`src/rtl/pwin_pkg.sv`:
```
package pwin_pkg;

    localparam int WIN_BITS = 12;
    localparam int NUM_SUB  = 6;

    typedef enum logic [2:0] {
        SUB_SYS  = 3'd0,
        SUB_PORT = 3'd1,
        SUB_CS   = 3'd2,
        SUB_TMR  = 3'd3,
        SUB_SER  = 3'd4,
        SUB_DMA  = 3'd5
    } sub_e;

    typedef logic [WIN_BITS-1:0] off_t;
    typedef logic [NUM_SUB-1:0]  sel_t;

    // Inclusive lower bound of each sub-range, indexed by sub_e
    function automatic off_t sub_lo(int idx);
        case (idx)
            0:       return 12'h000;
            1:       return 12'h010;
            2:       return 12'h040;
            3:       return 12'h600;
            4:       return 12'h700;
            default: return 12'h780;
        endcase
    endfunction

    // Inclusive upper bound of each sub-range
    function automatic off_t sub_hi(int idx);
        case (idx)
            0:       return 12'h03F;
            1:       return 12'h01F;
            2:       return 12'h05F;
            3:       return 12'h67F;
            4:       return 12'h723;
            default: return 12'h7BF;
        endcase
    endfunction

    // Set of narrower ranges nested inside range idx that override it
    function automatic sel_t sub_inner(int idx);
        sel_t m;
        m = '0;
        if (idx == 0) m[SUB_PORT] = 1'b1;
        return m;
    endfunction

endpackage

```
`src/rtl/pwin_base_reg.sv`:
```
module pwin_base_reg #(
    parameter int DATA_W = 32
) (
    input  logic                clk,
    input  logic                rst_n,
    input  logic                wr_en,
    input  logic [DATA_W/8-1:0] wr_be,
    input  logic [DATA_W-1:0]   wr_data,
    output logic [DATA_W-1:0]   base_q
);
    localparam int NUM_BYTES = DATA_W / 8;

    typedef struct packed {
        logic [DATA_W-1:0] base;
    } state_t;

    state_t st_d, st_q;

    always_comb begin
        st_d = st_q;
        if (wr_en) begin
            for (int b = 0; b < NUM_BYTES; b++) begin
                if (wr_be[b]) st_d.base[b*8 +: 8] = wr_data[b*8 +: 8];
            end
        end
    end

    always_ff @(posedge clk or negedge rst_n) begin
        if (!rst_n) st_q <= '0;
        else        st_q <= st_d;
    end

    assign base_q = st_q.base;

    AST_HOLD_UNWRITTEN: assert property (@(posedge clk) disable iff (!rst_n)
        !wr_en |=> $stable(base_q));

    AST_ENABLE_FOLLOWS: assert property (@(posedge clk) disable iff (!rst_n)
        (wr_en && wr_be[0]) |=> (base_q[0] == $past(wr_data[0])));

endmodule

```
`src/rtl/pwin_range_match.sv`:
```
module pwin_range_match
    import pwin_pkg::*;
(
    input  off_t offset,
    output sel_t raw_hit
);
    for (genvar g = 0; g < NUM_SUB; g++) begin : g_rng
        localparam off_t LO = sub_lo(g);
        localparam off_t HI = sub_hi(g);
        if (LO == '0) begin : g_from_zero
            assign raw_hit[g] = (offset <= HI);
        end else begin : g_bounded
            assign raw_hit[g] = (offset >= LO) && (offset <= HI);
        end
    end

endmodule

```
`src/rtl/pwin_nest_resolve.sv`:
```
module pwin_nest_resolve
    import pwin_pkg::*;
(
    input  sel_t raw_hit,
    output sel_t final_hit
);
    for (genvar g = 0; g < NUM_SUB; g++) begin : g_res
        localparam sel_t INNER = sub_inner(g);
        assign final_hit[g] = raw_hit[g] && !(|(raw_hit & INNER));
    end

endmodule

```
`src/rtl/pwin_decoder.sv`:
```
module pwin_decoder
    import pwin_pkg::*;
#(
    parameter int          ADDR_W   = 32,
    parameter logic [31:0] REG_ADDR = 32'h0003_FF00
) (
    input  logic                clk,
    input  logic                rst_n,
    input  logic                acc_valid,
    input  logic                acc_write,
    input  logic [ADDR_W-1:0]   acc_addr,
    input  logic [3:0]          acc_be,
    input  logic [31:0]         acc_wdata,
    output logic [NUM_SUB-1:0]  sel,
    output logic                miss,
    output logic [WIN_BITS-1:0] offset,
    output logic                reg_sel,
    output logic [31:0]         base_value
);
    localparam int TAG_W = ADDR_W - WIN_BITS;

    logic [31:0] base_q;
    logic        reg_hit, win_en, win_hit, wr_en;
    sel_t        raw_hit, final_hit;

    assign reg_hit = acc_valid && (acc_addr[ADDR_W-1:2] == REG_ADDR[ADDR_W-1:2]);
    assign wr_en   = reg_hit && acc_write;

    pwin_base_reg #(.DATA_W(32)) u_base (
        .clk     (clk),
        .rst_n   (rst_n),
        .wr_en   (wr_en),
        .wr_be   (acc_be),
        .wr_data (acc_wdata),
        .base_q  (base_q)
    );

    assign win_en  = base_q[0];
    assign win_hit = acc_valid && win_en && !reg_hit &&
                     (acc_addr[ADDR_W-1:WIN_BITS] == base_q[ADDR_W-1:WIN_BITS]);
    assign offset  = acc_addr[WIN_BITS-1:0];

    pwin_range_match u_match (
        .offset  (offset),
        .raw_hit (raw_hit)
    );

    pwin_nest_resolve u_resolve (
        .raw_hit   (raw_hit),
        .final_hit (final_hit)
    );

    always_comb begin
        sel  = win_hit ? final_hit : '0;
        miss = win_hit && (final_hit == '0);
    end

    assign reg_sel    = reg_hit;
    assign base_value = base_q;

    AST_SEL_ONEHOT0: assert property (@(posedge clk) disable iff (!rst_n)
        $onehot0(sel));

    AST_MISS_NO_SEL: assert property (@(posedge clk) disable iff (!rst_n)
        miss |-> (sel == '0));

    AST_DISABLED_QUIET: assert property (@(posedge clk) disable iff (!rst_n)
        !base_value[0] |-> (sel == '0 && !miss));

    AST_REG_SHADOWS: assert property (@(posedge clk) disable iff (!rst_n)
        reg_sel |-> (sel == '0 && !miss));

    AST_IDLE_QUIET: assert property (@(posedge clk) disable iff (!rst_n)
        !acc_valid |-> (sel == '0 && !miss && !reg_sel));

endmodule

```
`config.mk`:
```
export PLATFORM = sky130hd
export DESIGN_NAME = pwin_decoder
export DESIGN_NICKNAME = d
export VERILOG_FILES = /design/src/rtl/pwin_pkg.sv /design/src/rtl/pwin_base_reg.sv /design/src/rtl/pwin_range_match.sv /design/src/rtl/pwin_nest_resolve.sv /design/src/rtl/pwin_decoder.sv
export SDC_FILE = /design/constraint.sdc
export NUM_CORES = 1
export LEC_CHECK = 0
export BUFFER_PORTS_ARGS = -buffer_cell sky130_fd_sc_hd__buf_4
export CORE_ASPECT_RATIO = 0.5
export CORE_MARGIN = 1.5
export CORE_UTILIZATION = 45
export CTS_CLUSTER_DIAMETER = 40
export DETAILED_ROUTE_END_ITERATION = 10
export GPL_TIMING_DRIVEN = 0
export PLACE_DENSITY = 0.85
export SLEW_MARGIN = 0
export SYNTH_ARGS = -nofsm -noshare
export SYNTH_HDL_FRONTEND = slang
export SYNTH_SLANG_ARGS = --single-unit
export TNS_END_PERCENT = 20
```
`constraint.sdc`:
```
create_clock -name clk -period 5.5 [get_ports clk]
set_input_delay 0.825 -clock clk [delete_from_list [all_inputs] [get_ports clk]]
set_output_delay 0.825 -clock clk [all_outputs]
set_load 0.02 [all_outputs]
```
-- Word level (Yosys, flattened, before mapping)
Index checks and enable logic that the tools add are counted.
- register bits: 32
- bits of input ports: 72
- output and inout bits: 52
- word-level logic and storage cells: 37
- $lt $le $gt $ge: 11
- equality and inequality tests: 2
- muxes and demuxes: 1
- reductions and logical operators: 19
- operator list (kind ; count):
    12-bit by 11-bit >= comparator with 1-bit output, second input constant ; 3
    12-bit by 11-bit <= comparator with 1-bit output, second input constant ; 3
    30-bit by 16-bit equality test with 1-bit output, second input constant ; 1
    20-bit equality test ; 1
    12-bit by 5-bit >= comparator with 1-bit output, second input constant ; 1
    12-bit by 7-bit >= comparator with 1-bit output, second input constant ; 1
    12-bit by 5-bit <= comparator with 1-bit output, second input constant ; 1
    12-bit by 6-bit <= comparator with 1-bit output, second input constant ; 1
    12-bit by 7-bit <= comparator with 1-bit output, second input constant ; 1
    1-bit logical AND ; 12
    2-bit AND reduction ; 4
    6-bit logical NOT ; 1
    6-bit 2-to-1 mux ; 1
    1-bit logical NOT ; 2

-- Logic depth before layout (Yosys ltp)
Gate-level depths: netlist of run 1.
- word-level depth: 6
- mapped depth: 5
- gate-level depth less buffers: 4

-- Modules after synthesis
Synthesis of run 1 repeated with hierarchy kept, for this count alone.
- cells, all modules: 147
- area, all modules: 1833.0 sq um
- by module, submodules not included (module ; times used ; cells an instance ; area an instance (sq um) ; sequential area each (sq um)):
    pwin_base_reg ; 1 ; 68 ; 1186.1 ; 800.8
    pwin_decoder ; 1 ; 61 ; 509.2 ; 0.0
    pwin_range_match ; 1 ; 12 ; 86.3 ; 0.0
    pwin_nest_resolve ; 1 ; 6 ; 51.3 ; 0.0

-- Worst setup path before layout of run 1
OpenSTA, ideal clock, no wires.
- path type: input-to-output
- start: input acc_addr[22]
- end: output miss
- arrival: 2.671 ns
- required time: 4.675 ns
- path slack: 2.004 ns
- stages: 5
- path buffers: 1
- cell sequence: or4_4 > nor4_4 > and2_2 > clkbuf_1 > nor4_1
- word-level cells in the longest chain between the ends: 6
- elaborated cells on any way between the ends: 7
- classes of those cells: 2 x eq/ne; 5 x reduce/logical
- ends and longest elaborated chain (item ; line ; source):
    start: declaration ; pwin_decoder.sv:11 ; input logic [ADDR_W-1:0] acc_addr,
    30-bit by 16-bit equality test with 1-bit output ; pwin_decoder.sv:26 ; assign reg_hit = acc_valid && (acc_addr[ADDR_W-1:2] == REG_ADDR[ADDR_W-1:2]);
    1-bit logical AND ; pwin_decoder.sv:26 ;
    named net reg_sel ; pwin_decoder.sv:17 ; output logic reg_sel,
    1-bit logical NOT ; pwin_decoder.sv:39 ; assign win_hit = acc_valid && win_en && !reg_hit &&
    1-bit logical AND (2 in series) ; pwin_decoder.sv:39 ;
    1-bit logical AND ; pwin_decoder.sv:55 ; miss = win_hit && (final_hit == '0);
    end: declaration ; pwin_decoder.sv:15 ; output logic miss,
The timed path passes the listed nets, and every way through them passes these cells.

-- Worst setup path in the final report of run 1
- start: input acc_addr[22]
- end: output sel[4]
- word-level cells in the longest chain between the ends: 6
- elaborated cells on any way between the ends: 7
- classes of those cells: 2 x eq/ne; 1 x mux; 4 x reduce/logical
- ends and longest elaborated chain (item ; line ; source):
    30-bit by 16-bit equality test with 1-bit output ; pwin_decoder.sv:26 ;
    1-bit logical AND ; pwin_decoder.sv:26 ;
    1-bit logical NOT ; pwin_decoder.sv:39 ;
    1-bit logical AND ; pwin_decoder.sv:39 ;
    1-bit logical AND * ; pwin_decoder.sv:39 ;
    6-bit 2-to-1 mux * ; pwin_decoder.sv:54 ; sel = win_hit ? final_hit : '0;
    end: declaration ; pwin_decoder.sv:14 ; output logic [NUM_SUB-1:0] sel,
Mark *: on every way between the ends. The rest lies on a longest branch, timed or not.

==> results of run 1 <==
==> cell type report <==
type,count,share of cell area [%]
Inverter,2,0.254
Clock inverter,1,0.254
Timing Repair Buffer,121,30.8
Multi-Input combinational cell,97,33.2
Tap cell,54,2.29
Clock buffer,7,2.92
Buffer,13,3.18
Sequential cell,32,27.1
==> per-layer routing <==
metal	routed length, um	vias up
li1	-	776
met1	2210	794
met2	2830	64
met3	324	7
met4	69	0
met5	0	-
==> final timing paths <==
kind	from	endpoint	slack (ns)	cells after the start
worst max-delay path	acc_addr[22]	sel[4]	1.73	7
max in group asynchronous	rst_n	u_base.base_q[25]	4.72	1
min in group clk	u_base.base_q[2]	u_base.base_q[2]	0.52	1
worst max register to register	u_base.base_q[20]	u_base.base_q[20]	4.61	1
worst min register to register	u_base.base_q[2]	u_base.base_q[2]	0.52	1
worst min-delay path	rst_n	u_base.base_q[6]	0.48	1
==> where the power goes <==
part / switching [uW] / internal, uW / leakage, uW
registers: 0.00000205 / 235 / 0.000447
logic: 35.6 / 49.6 / 0.00113
clock network: 85.8 / 102 / 0.0000445
total: 121 / 386 / 0.00162
==> kinds of logic after synthesis <==
logic type	share of synthesized area (%)
mux	22.3
compound gates	1.73
xor+xnor	9.31
simple gates	18.7
buf+inv	5.39
flops	42.6
==> metrics by stage <==
step	worst slack [ns]	utilization, %
floorplan	2.00	-
global placement	1.80	72.1
detailed placement	1.77	72.1
CTS	1.76	74.5
global route	1.62	74.5
finish	1.73	74.5
==> cell usage in the layout (no fill, tap or decap), types with 2 or more instances in the layout <==
master / count
sky130_fd_sc_hd__nand4_1: 3
sky130_fd_sc_hd__mux2_2: 11
sky130_fd_sc_hd__dfrtp_1: 32
sky130_fd_sc_hd__buf_4: 133
sky130_fd_sc_hd__o31ai_1: 2
sky130_fd_sc_hd__nor2_1: 3
sky130_fd_sc_hd__nand4_4: 4
sky130_fd_sc_hd__or4_4: 3
sky130_fd_sc_hd__nor4_4: 2
sky130_fd_sc_hd__mux2_1: 5
sky130_fd_sc_hd__clkbuf_8: 6
sky130_fd_sc_hd__xor2_1: 19
sky130_fd_sc_hd__nand2_1: 4
sky130_fd_sc_hd__clkbuf_1: 2
sky130_fd_sc_hd__nor3_1: 2
sky130_fd_sc_hd__nor4_1: 10
sky130_fd_sc_hd__mux2_4: 16
sky130_fd_sc_hd__inv_1: 2
==> worst max-delay path, cell delays in order <==
cell	delay, ns
sky130_fd_sc_hd__buf_4	0.12
sky130_fd_sc_hd__or4_4	0.55
sky130_fd_sc_hd__nor4_4	0.70
sky130_fd_sc_hd__and2_2	0.26
sky130_fd_sc_hd__clkbuf_1	0.20
sky130_fd_sc_hd__nor4_1	0.11
sky130_fd_sc_hd__buf_4	0.18
==> results_tabular.tex, run 1 <==
\begin{tabular}{lr}
\hline
Metric & Value \\
\hline
\multicolumn{2}{l}{\textbf{Detailed routing}} \\
\quad Number of vias per cell after detailed routing & around 5 \\
\quad Total DRC errors in the routed layout & 0 \\
\quad Number of vias after detailed routing & approximately 1,600 \\
\quad Routed wire length & 5440 um \\
\quad Remaining number of nets flagged by the antenna check after routing & 0 \\
\quad DRT Pass-1 Iters & 4 \\
\quad Routed length per instance & between 15 and 20 um \\
\quad DRC marker count from the first detailed-route iteration & 25 \\
\multicolumn{2}{l}{\textbf{Outcome}} \\
\quad Status & complete, no violations \\
\multicolumn{2}{l}{\textbf{Placement}} \\
\quad Buffers on Ports & 121 \\
\quad RD Place Congestion & 0.835 \\
\quad Estimated wirelength of the detail-placed design & 4320 um \\
\quad Placed cell count & 319 \\
\quad Post-Place Cell Area & 2860 um2 \\
\multicolumn{2}{l}{\textbf{Synthesis}} \\
\quad Area of the mapped netlist & $\sim$1900 um2 \\
\quad Number of nets in the synthesized netlist & around 220 \\
\quad Cell with the most instances after synthesis & sky130\_fd\_sc\_hd\_\_dfrtp\_1 \\
\quad Number of warnings issued by yosys & 0 \\
\quad Cells after synthesis & 144 \\
\quad Synth top area share & 42.6\% \\
\quad Largest area contributor in the synthesized netlist & sky130\_fd\_sc\_hd\_\_dfrtp\_1 \\
\quad Number of synthesized flops with an enable pin & 0 \\
\quad Register bit total from synthesis & 32 \\
\quad Distinct cell type count after synthesis & 30 \\
\quad Average size of a mapped cell & 13.1 um2 \\
\quad Most used DFF post-synth & sky130\_fd\_sc\_hd\_\_dfrtp\_1 \\
\quad Ranking of synthesized cells by area & sky130\_fd\_sc\_hd\_\_dfrtp\_1 43\%, sky130\_fd\_sc\_hd\_\_mux2\_4 13\%, sky130\_fd\_sc\_hd\_\_xor2\_1 8.8\%, sky130\_fd\_sc\_hd\_\_mux2\_2 6.6\%, sky130\_fd\_sc\_hd\_\_buf\_4 4.8\% \\
\quad Portion of the post-synthesis area used by sequential elements & between 40\% and 50\% \\
\quad Commonest cells post-synth & 32 x sky130\_fd\_sc\_hd\_\_dfrtp\_1, 19 x sky130\_fd\_sc\_hd\_\_xor2\_1, 16 x sky130\_fd\_sc\_hd\_\_mux2\_4, 12 x sky130\_fd\_sc\_hd\_\_buf\_4, 11 x sky130\_fd\_sc\_hd\_\_mux2\_2 \\
\quad Async set or reset register ratio after synthesis & 100\% \\
\multicolumn{2}{l}{\textbf{Setup path}} \\
\quad Type of element launching the critical path & input pin \\
\quad Arrival time at the worst endpoint & 2.95 ns \\
\quad Startpoint-to-endpoint class of the critical path & in -> out \\
\quad Critical path endpoint category & primary output \\
\quad Crit path max fanout & 5 \\
\quad WP data required & between 4 and 5 ns \\
\multicolumn{2}{l}{\textbf{Timing}} \\
\quad Endpoints failing setup & 0 \\
\quad Least-Margin Pin Slew & about 0.74 ns \\
\quad Minimum clock period & 3.77 ns \\
\quad Post-route clock skew & 0 ns \\
\quad Peak Freq & roughly 0.27 GHz \\
\quad Sum Neg Setup Slack & 0 ns \\
\quad Worst slew margin & approximately 50\% \\
\quad Unrepaired setup endpoints after global routing & false \\
\quad Final Max Slew Viols & 0 \\
\quad Worst Hold Margin & 0.478 ns \\
\quad Share of the clock period used by the worst path & about 69\% \\
\quad Hold Fails Final Rpt & 0 \\
\multicolumn{2}{l}{\textbf{CTS}} \\
\quad Number of buffers inserted for hold repair after clock tree synthesis & 0 \\
\quad Clk buf depth & 2 \\
\quad Root buf cell & sky130\_fd\_sc\_hd\_\_clkbuf\_8 \\
\quad Clock tree from TritonCTS & built \\
\quad Clock-pin slew reported for the worst setup and hold paths after clock tree synthesis & around 0.06 ns \\
\quad Cells resized by post-CTS repair & 0 \\
\quad Insertion delay of the later-clocked pin in the worst-skew pair & 0.28 ns \\
\quad Sink count of the clock tree & 32 \\
\quad Post-CTS setup repair buffer count & 0 \\
\quad \# H-tree levels & 2 \\
\quad CTS Buf Count & 5 \\
\multicolumn{2}{l}{\textbf{Layout}} \\
\quad Filler cell count in the final layout & between 200 and 300 \\
\quad Layout area overhead & 56.8\% \\
\quad Area of combinational cells with multiple inputs & around 980 um2 \\
\quad Post-route cell area & approximately 3000 um2 \\
\quad Flip-flop count of the largest register after layout & 32 \\
\quad Post-layout net count & $\sim$340 \\
\quad Sequential Area & between 800 and 900 um2 \\
\quad Number of antenna repair diodes & 0 \\
\quad Fraction of layout instances using a drive strength above 1 & 64.8\% \\
\quad Filler-free cell count of the finished design & around 330 \\
\multicolumn{2}{l}{\textbf{Power}} \\
\quad Largest voltage drop on the vdd net & 0.141 mV \\
\quad Total power & between 500 and 600 uW \\
\quad Leakage power summed over all cells & 0.00162 uW \\
\quad Pwr dens & about 170 nW/um2 \\
\multicolumn{2}{l}{\textbf{Die}} \\
\quad Vertical die dimension & 48.7 um \\
\quad Horizontal die dimension & $\sim$94 um \\
\quad Area enclosed by the die boundary & roughly 4600 um2 \\
\quad I/O pin total & around 120 \\
\quad Placeable Area & between 3000 and 4000 um2 \\
\quad Starting Density & 47.5\% \\
\quad Site row count & 16 \\
\multicolumn{2}{l}{\textbf{Global routing}} \\
\quad GR Layer Usage met1 & roughly 31\% \\
\quad Highest-utilization routing layer at the global route stage & met2 \\
\quad GR Util All Layers & between 20\% and 30\% \\
\quad Maximum number of pins on one net before global-route repair & 33 \\
\quad Met3 global-route usage & 7.70\% \\
\quad Via count of the first global-routing pass & roughly 1,800 \\
\quad Antenna violations before repair & 0 \\
\quad Met2 Resource Use GR & 44.2\% \\
\quad Global-route wire length before repair & between 8000 and 9000 um \\
\quad Overflow left after global routing & 0 \\
\multicolumn{2}{l}{\textbf{Run}} \\
\quad Number of max-cap violations & 0 \\
\multicolumn{2}{l}{\textbf{Min path}} \\
\quad Worst hold-check path type & in -> async \\
\hline
\end{tabular}
(Power assumes the default switching activity.)
==> run 2, diff against run 1 <==
--- a/config.mk
+++ b/config.mk
@@ -8,11 +8,11 @@
 export BUFFER_PORTS_ARGS = -buffer_cell sky130_fd_sc_hd__buf_4
 export CORE_ASPECT_RATIO = 0.5
 export CORE_MARGIN = 1.5
-export CORE_UTILIZATION = 45
+export CORE_UTILIZATION = 38
 export CTS_CLUSTER_DIAMETER = 40
 export DETAILED_ROUTE_END_ITERATION = 10
 export GPL_TIMING_DRIVEN = 0
-export PLACE_DENSITY = 0.85
+export PLACE_DENSITY = 0.76
 export SLEW_MARGIN = 0
 export SYNTH_ARGS = -nofsm -noshare
 export SYNTH_HDL_FRONTEND = slang
==> constraint.sdc (replaced) <==
create_clock -name clk -period 3.3 [get_ports clk]
set_input_delay 0.495 -clock clk [delete_from_list [all_inputs] [get_ports clk]]
set_output_delay 0.495 -clock clk [all_outputs]
set_load 0.02 [all_outputs]
==> run 2 against run 1 <==
Combinational power grew 67%. Utilization fell by 9.6 points. Cell count increased by 3.7%. Flip-flop and latch count did not move. Count of clock-buffer cells in the layout fell by 1. Die area grew 18%. Sequential share of layout area decreased by 0.13 points. Routed wire length down 3.8%.
==> results_tabular.tex, run 2 (synthesized netlist as in run 1, its figures left out) <==
\begin{tabular}{lr}
\hline
Metric & Value \\
\hline
\multicolumn{2}{l}{\textbf{Setup path}} \\
\quad Crit path max fanout & 5 (unchanged) \\
\quad Startpoint-to-endpoint class of the critical path & in -> out \\
\quad Arrival time at the worst endpoint & 2.55 ns (-0.40 ns) \\
\quad Type of element launching the critical path & input pin \\
\quad CP startpoint & acc\_addr[22] \\
\quad Cell depth of the worst flop-to-flop path & 1 (unchanged) \\
\quad Worst r2r dst & u\_base.base\_q[25] \\
\quad Register-to-register path setup slack & 2.46 ns (-2.15 ns) \\
\quad Critical register-to-register path startpoint & u\_base.base\_q[25] \\
\quad Critical path endpoint category & primary output \\
\quad WP data required & 2.80 ns (-1.88 ns) \\
\multicolumn{2}{l}{\textbf{Placement}} \\
\quad RD Place Congestion & 0.775 (-7.1\%) \\
\quad Worst slack at placement & 0.253 ns (-1.51 ns) \\
\quad Estimated wirelength of the detail-placed design & 4330 um (about the same) \\
\quad Buffers on Ports & 121 (unchanged) \\
\quad Post-Place Cell Area & 2870 um2 (+0.53\%) \\
\multicolumn{2}{l}{\textbf{Timing}} \\
\quad Least-Margin Pin Slew & 0.695 ns (-0.0438 ns) \\
\quad Minimum setup slack in the final design & 0.254 ns (-1.47 ns) \\
\quad Final Max Slew Viols & 0 (unchanged) \\
\quad Hold Fails Final Rpt & 0 (unchanged) \\
\quad Worst slew margin & 53.3\% (+2.9 points) \\
\quad Peak Freq & around 0.33 GHz \\
\quad Minimum clock period & between 3 and 4 ns \\
\quad Sum Neg Setup Slack & 0 ns (unchanged) \\
\quad Unrepaired setup endpoints after global routing & false \\
\quad Endpoints failing setup & 0 (unchanged) \\
\quad Share of the clock period used by the worst path & 92.3\% \\
\quad Post-route clock skew & 0 ns (unchanged) \\
\multicolumn{2}{l}{\textbf{Die}} \\
\quad Placeable Area & 4570 um2 (+15\%) \\
\quad I/O pin total & 124 (unchanged) \\
\quad Vertical die dimension & 52.8 um (+8.3\%) \\
\quad Horizontal die dimension & 103 um (+8.5\%) \\
\quad Starting Density & 41.1\% (-6.3 points) \\
\quad Area enclosed by the die boundary & 5410 um2 (+18\%) \\
\quad Site row count & 17 (+1) \\
\multicolumn{2}{l}{\textbf{Layout}} \\
\quad Flip-flop count of the largest register after layout & 32 (unchanged) \\
\quad Layout area overhead & 57.6\% \\
\quad Fraction of layout instances using a drive strength above 1 & 65.2\% (+0.37 points) \\
\quad Top library cells by usage in the layout, fill and taps aside & 133 x sky130\_fd\_sc\_hd\_\_buf\_4, 32 x sky130\_fd\_sc\_hd\_\_dfrtp\_1, 19 x sky130\_fd\_sc\_hd\_\_xor2\_1 \\
\quad Post-layout net count & 344 (unchanged) \\
\quad Post-route cell area & 2970 um2 (+0.47\%) \\
\quad Most common cell after layout, fill and taps aside & sky130\_fd\_sc\_hd\_\_buf\_4 \\
\quad Number of antenna repair diodes & 0 (unchanged) \\
\multicolumn{2}{l}{\textbf{Global routing}} \\
\quad GR Util All Layers & 19.9\% (-5.9 points) \\
\quad Global-route wire length before repair & 7830 um (-11\%) \\
\quad Overflow left after global routing & 0 (unchanged) \\
\quad Antenna violations before repair & 0 (unchanged) \\
\quad Maximum number of pins on one net before global-route repair & 33 (unchanged) \\
\quad Via count of the first global-routing pass & 1,578 (-11\%) \\
\multicolumn{2}{l}{\textbf{Run}} \\
\quad Number of max-cap violations & 0 (unchanged) \\
\multicolumn{2}{l}{\textbf{CTS}} \\
\quad Number of buffers inserted for hold repair after clock tree synthesis & 0 (unchanged) \\
\quad \# H-tree levels & 2 (unchanged) \\
\quad Clock-pin slew reported for the worst setup and hold paths after clock tree synthesis & 0.07 ns (about the same) \\
\quad Cells resized by post-CTS repair & 0 (unchanged) \\
\quad Root buf cell & sky130\_fd\_sc\_hd\_\_clkbuf\_8 \\
\quad Insertion delay of the later-clocked pin in the worst-skew pair & 0.28 ns (about the same) \\
\quad Clock tree from TritonCTS & built \\
\quad Sink count of the clock tree & 32 (unchanged) \\
\quad Post-CTS setup repair buffer count & 0 (unchanged) \\
\quad Clk buf depth & 2 (unchanged) \\
\quad CTS Buf Count & 5 (unchanged) \\
\multicolumn{2}{l}{\textbf{Detailed routing}} \\
\quad Routed wire length & 5230 um (-3.8\%) \\
\quad Routed length per instance & 15.4 um (-7.2\%) \\
\quad DRT Pass-1 Iters & 4 (unchanged) \\
\quad Total DRC errors in the routed layout & 0 (unchanged) \\
\quad DRC marker count from the first detailed-route iteration & 48 (+92\%) \\
\quad Number of vias after detailed routing & 1,594 (-2.9\%) \\
\quad Remaining number of nets flagged by the antenna check after routing & 0 (unchanged) \\
\quad Number of vias per cell after detailed routing & 4.70 (-6.3\%) \\
\multicolumn{2}{l}{\textbf{Power}} \\
\quad Largest voltage drop on the vdd net & 0.179 mV (+27\%) \\
\quad Total power & 848 uW (+67\%) \\
\quad Leakage power summed over all cells & 0.00163 uW (+0.40\%) \\
\quad Pwr dens & 286 nW/um2 (+66\%) \\
\multicolumn{2}{l}{\textbf{Outcome}} \\
\quad Status & complete, no violations \\
\multicolumn{2}{l}{\textbf{Min path}} \\
\quad Worst hold-check path type & in -> async \\
\hline
\end{tabular}
## run 2: changes by cell type in the layout (fill, tap and decap cells not counted)
cell	change
sky130_fd_sc_hd__clkinv_2	+2
sky130_fd_sc_hd__clkbuf_1	-1
sky130_fd_sc_hd__clkinvlp_4	-1
## run 2: critical path, cell delays in order
cell                       delay (ns)
sky130_fd_sc_hd__buf_4           0.12
sky130_fd_sc_hd__or4_4           0.55
sky130_fd_sc_hd__nor4_4          0.67
sky130_fd_sc_hd__and2_2          0.25
sky130_fd_sc_hd__clkbuf_1        0.19
sky130_fd_sc_hd__nor4_1          0.10
sky130_fd_sc_hd__buf_4           0.18
## run 2: layout make-up
type,instances,area (um2)
Buffer,13,93.8
Clock buffer,6,82.6
Clock inverter,2,10.0
Fill cell,373,1610
Inverter,2,7.51
Multi-Input combinational cell,97,980
Sequential cell,32,801
Tap cell,66,82.6
Timing Repair Buffer,121,908
## run 2: power breakdown
group | switching, uW | leakage [uW] | internal, uW
logic | 59.1 | 0.00113 | 82.7
clock network | 148 | 0.0000510 | 166
registers | 0.00000324 | 0.000447 | 392
total | 207 | 0.00163 | 641
## run 2: worst max-delay path by stage
stage	endpoint	slack, ns
finish	miss	0.25
global route	sel[3]	0.17
CTS	miss	0.25
detailed placement	miss	0.25
global placement	miss	0.26
floorplan	miss	0.46
## run 2: layer usage
metal	part of all wire, %	global-route usage (%)	up-vias
met5	0	0	-
met4	1.1	6.85	0
met3	6.1	4.40	6
met2	50	34.3	58
met1	43	24.8	748
li1	-	-	782
## run 2: per-stage QoR
stage / instances / hold slack (ns) / utilization [%]
2_1_floorplan: 144 / 0.199 / -
3_3_place_gp: 331 / 0.451 / 62.8
3_5_place_dp: 331 / 0.459 / 62.8
4_1_cts: 339 / 0.151 / 64.8
5_1_grt: 339 / 0.157 / 64.8
6_report: 339 / 0.134 / 64.8
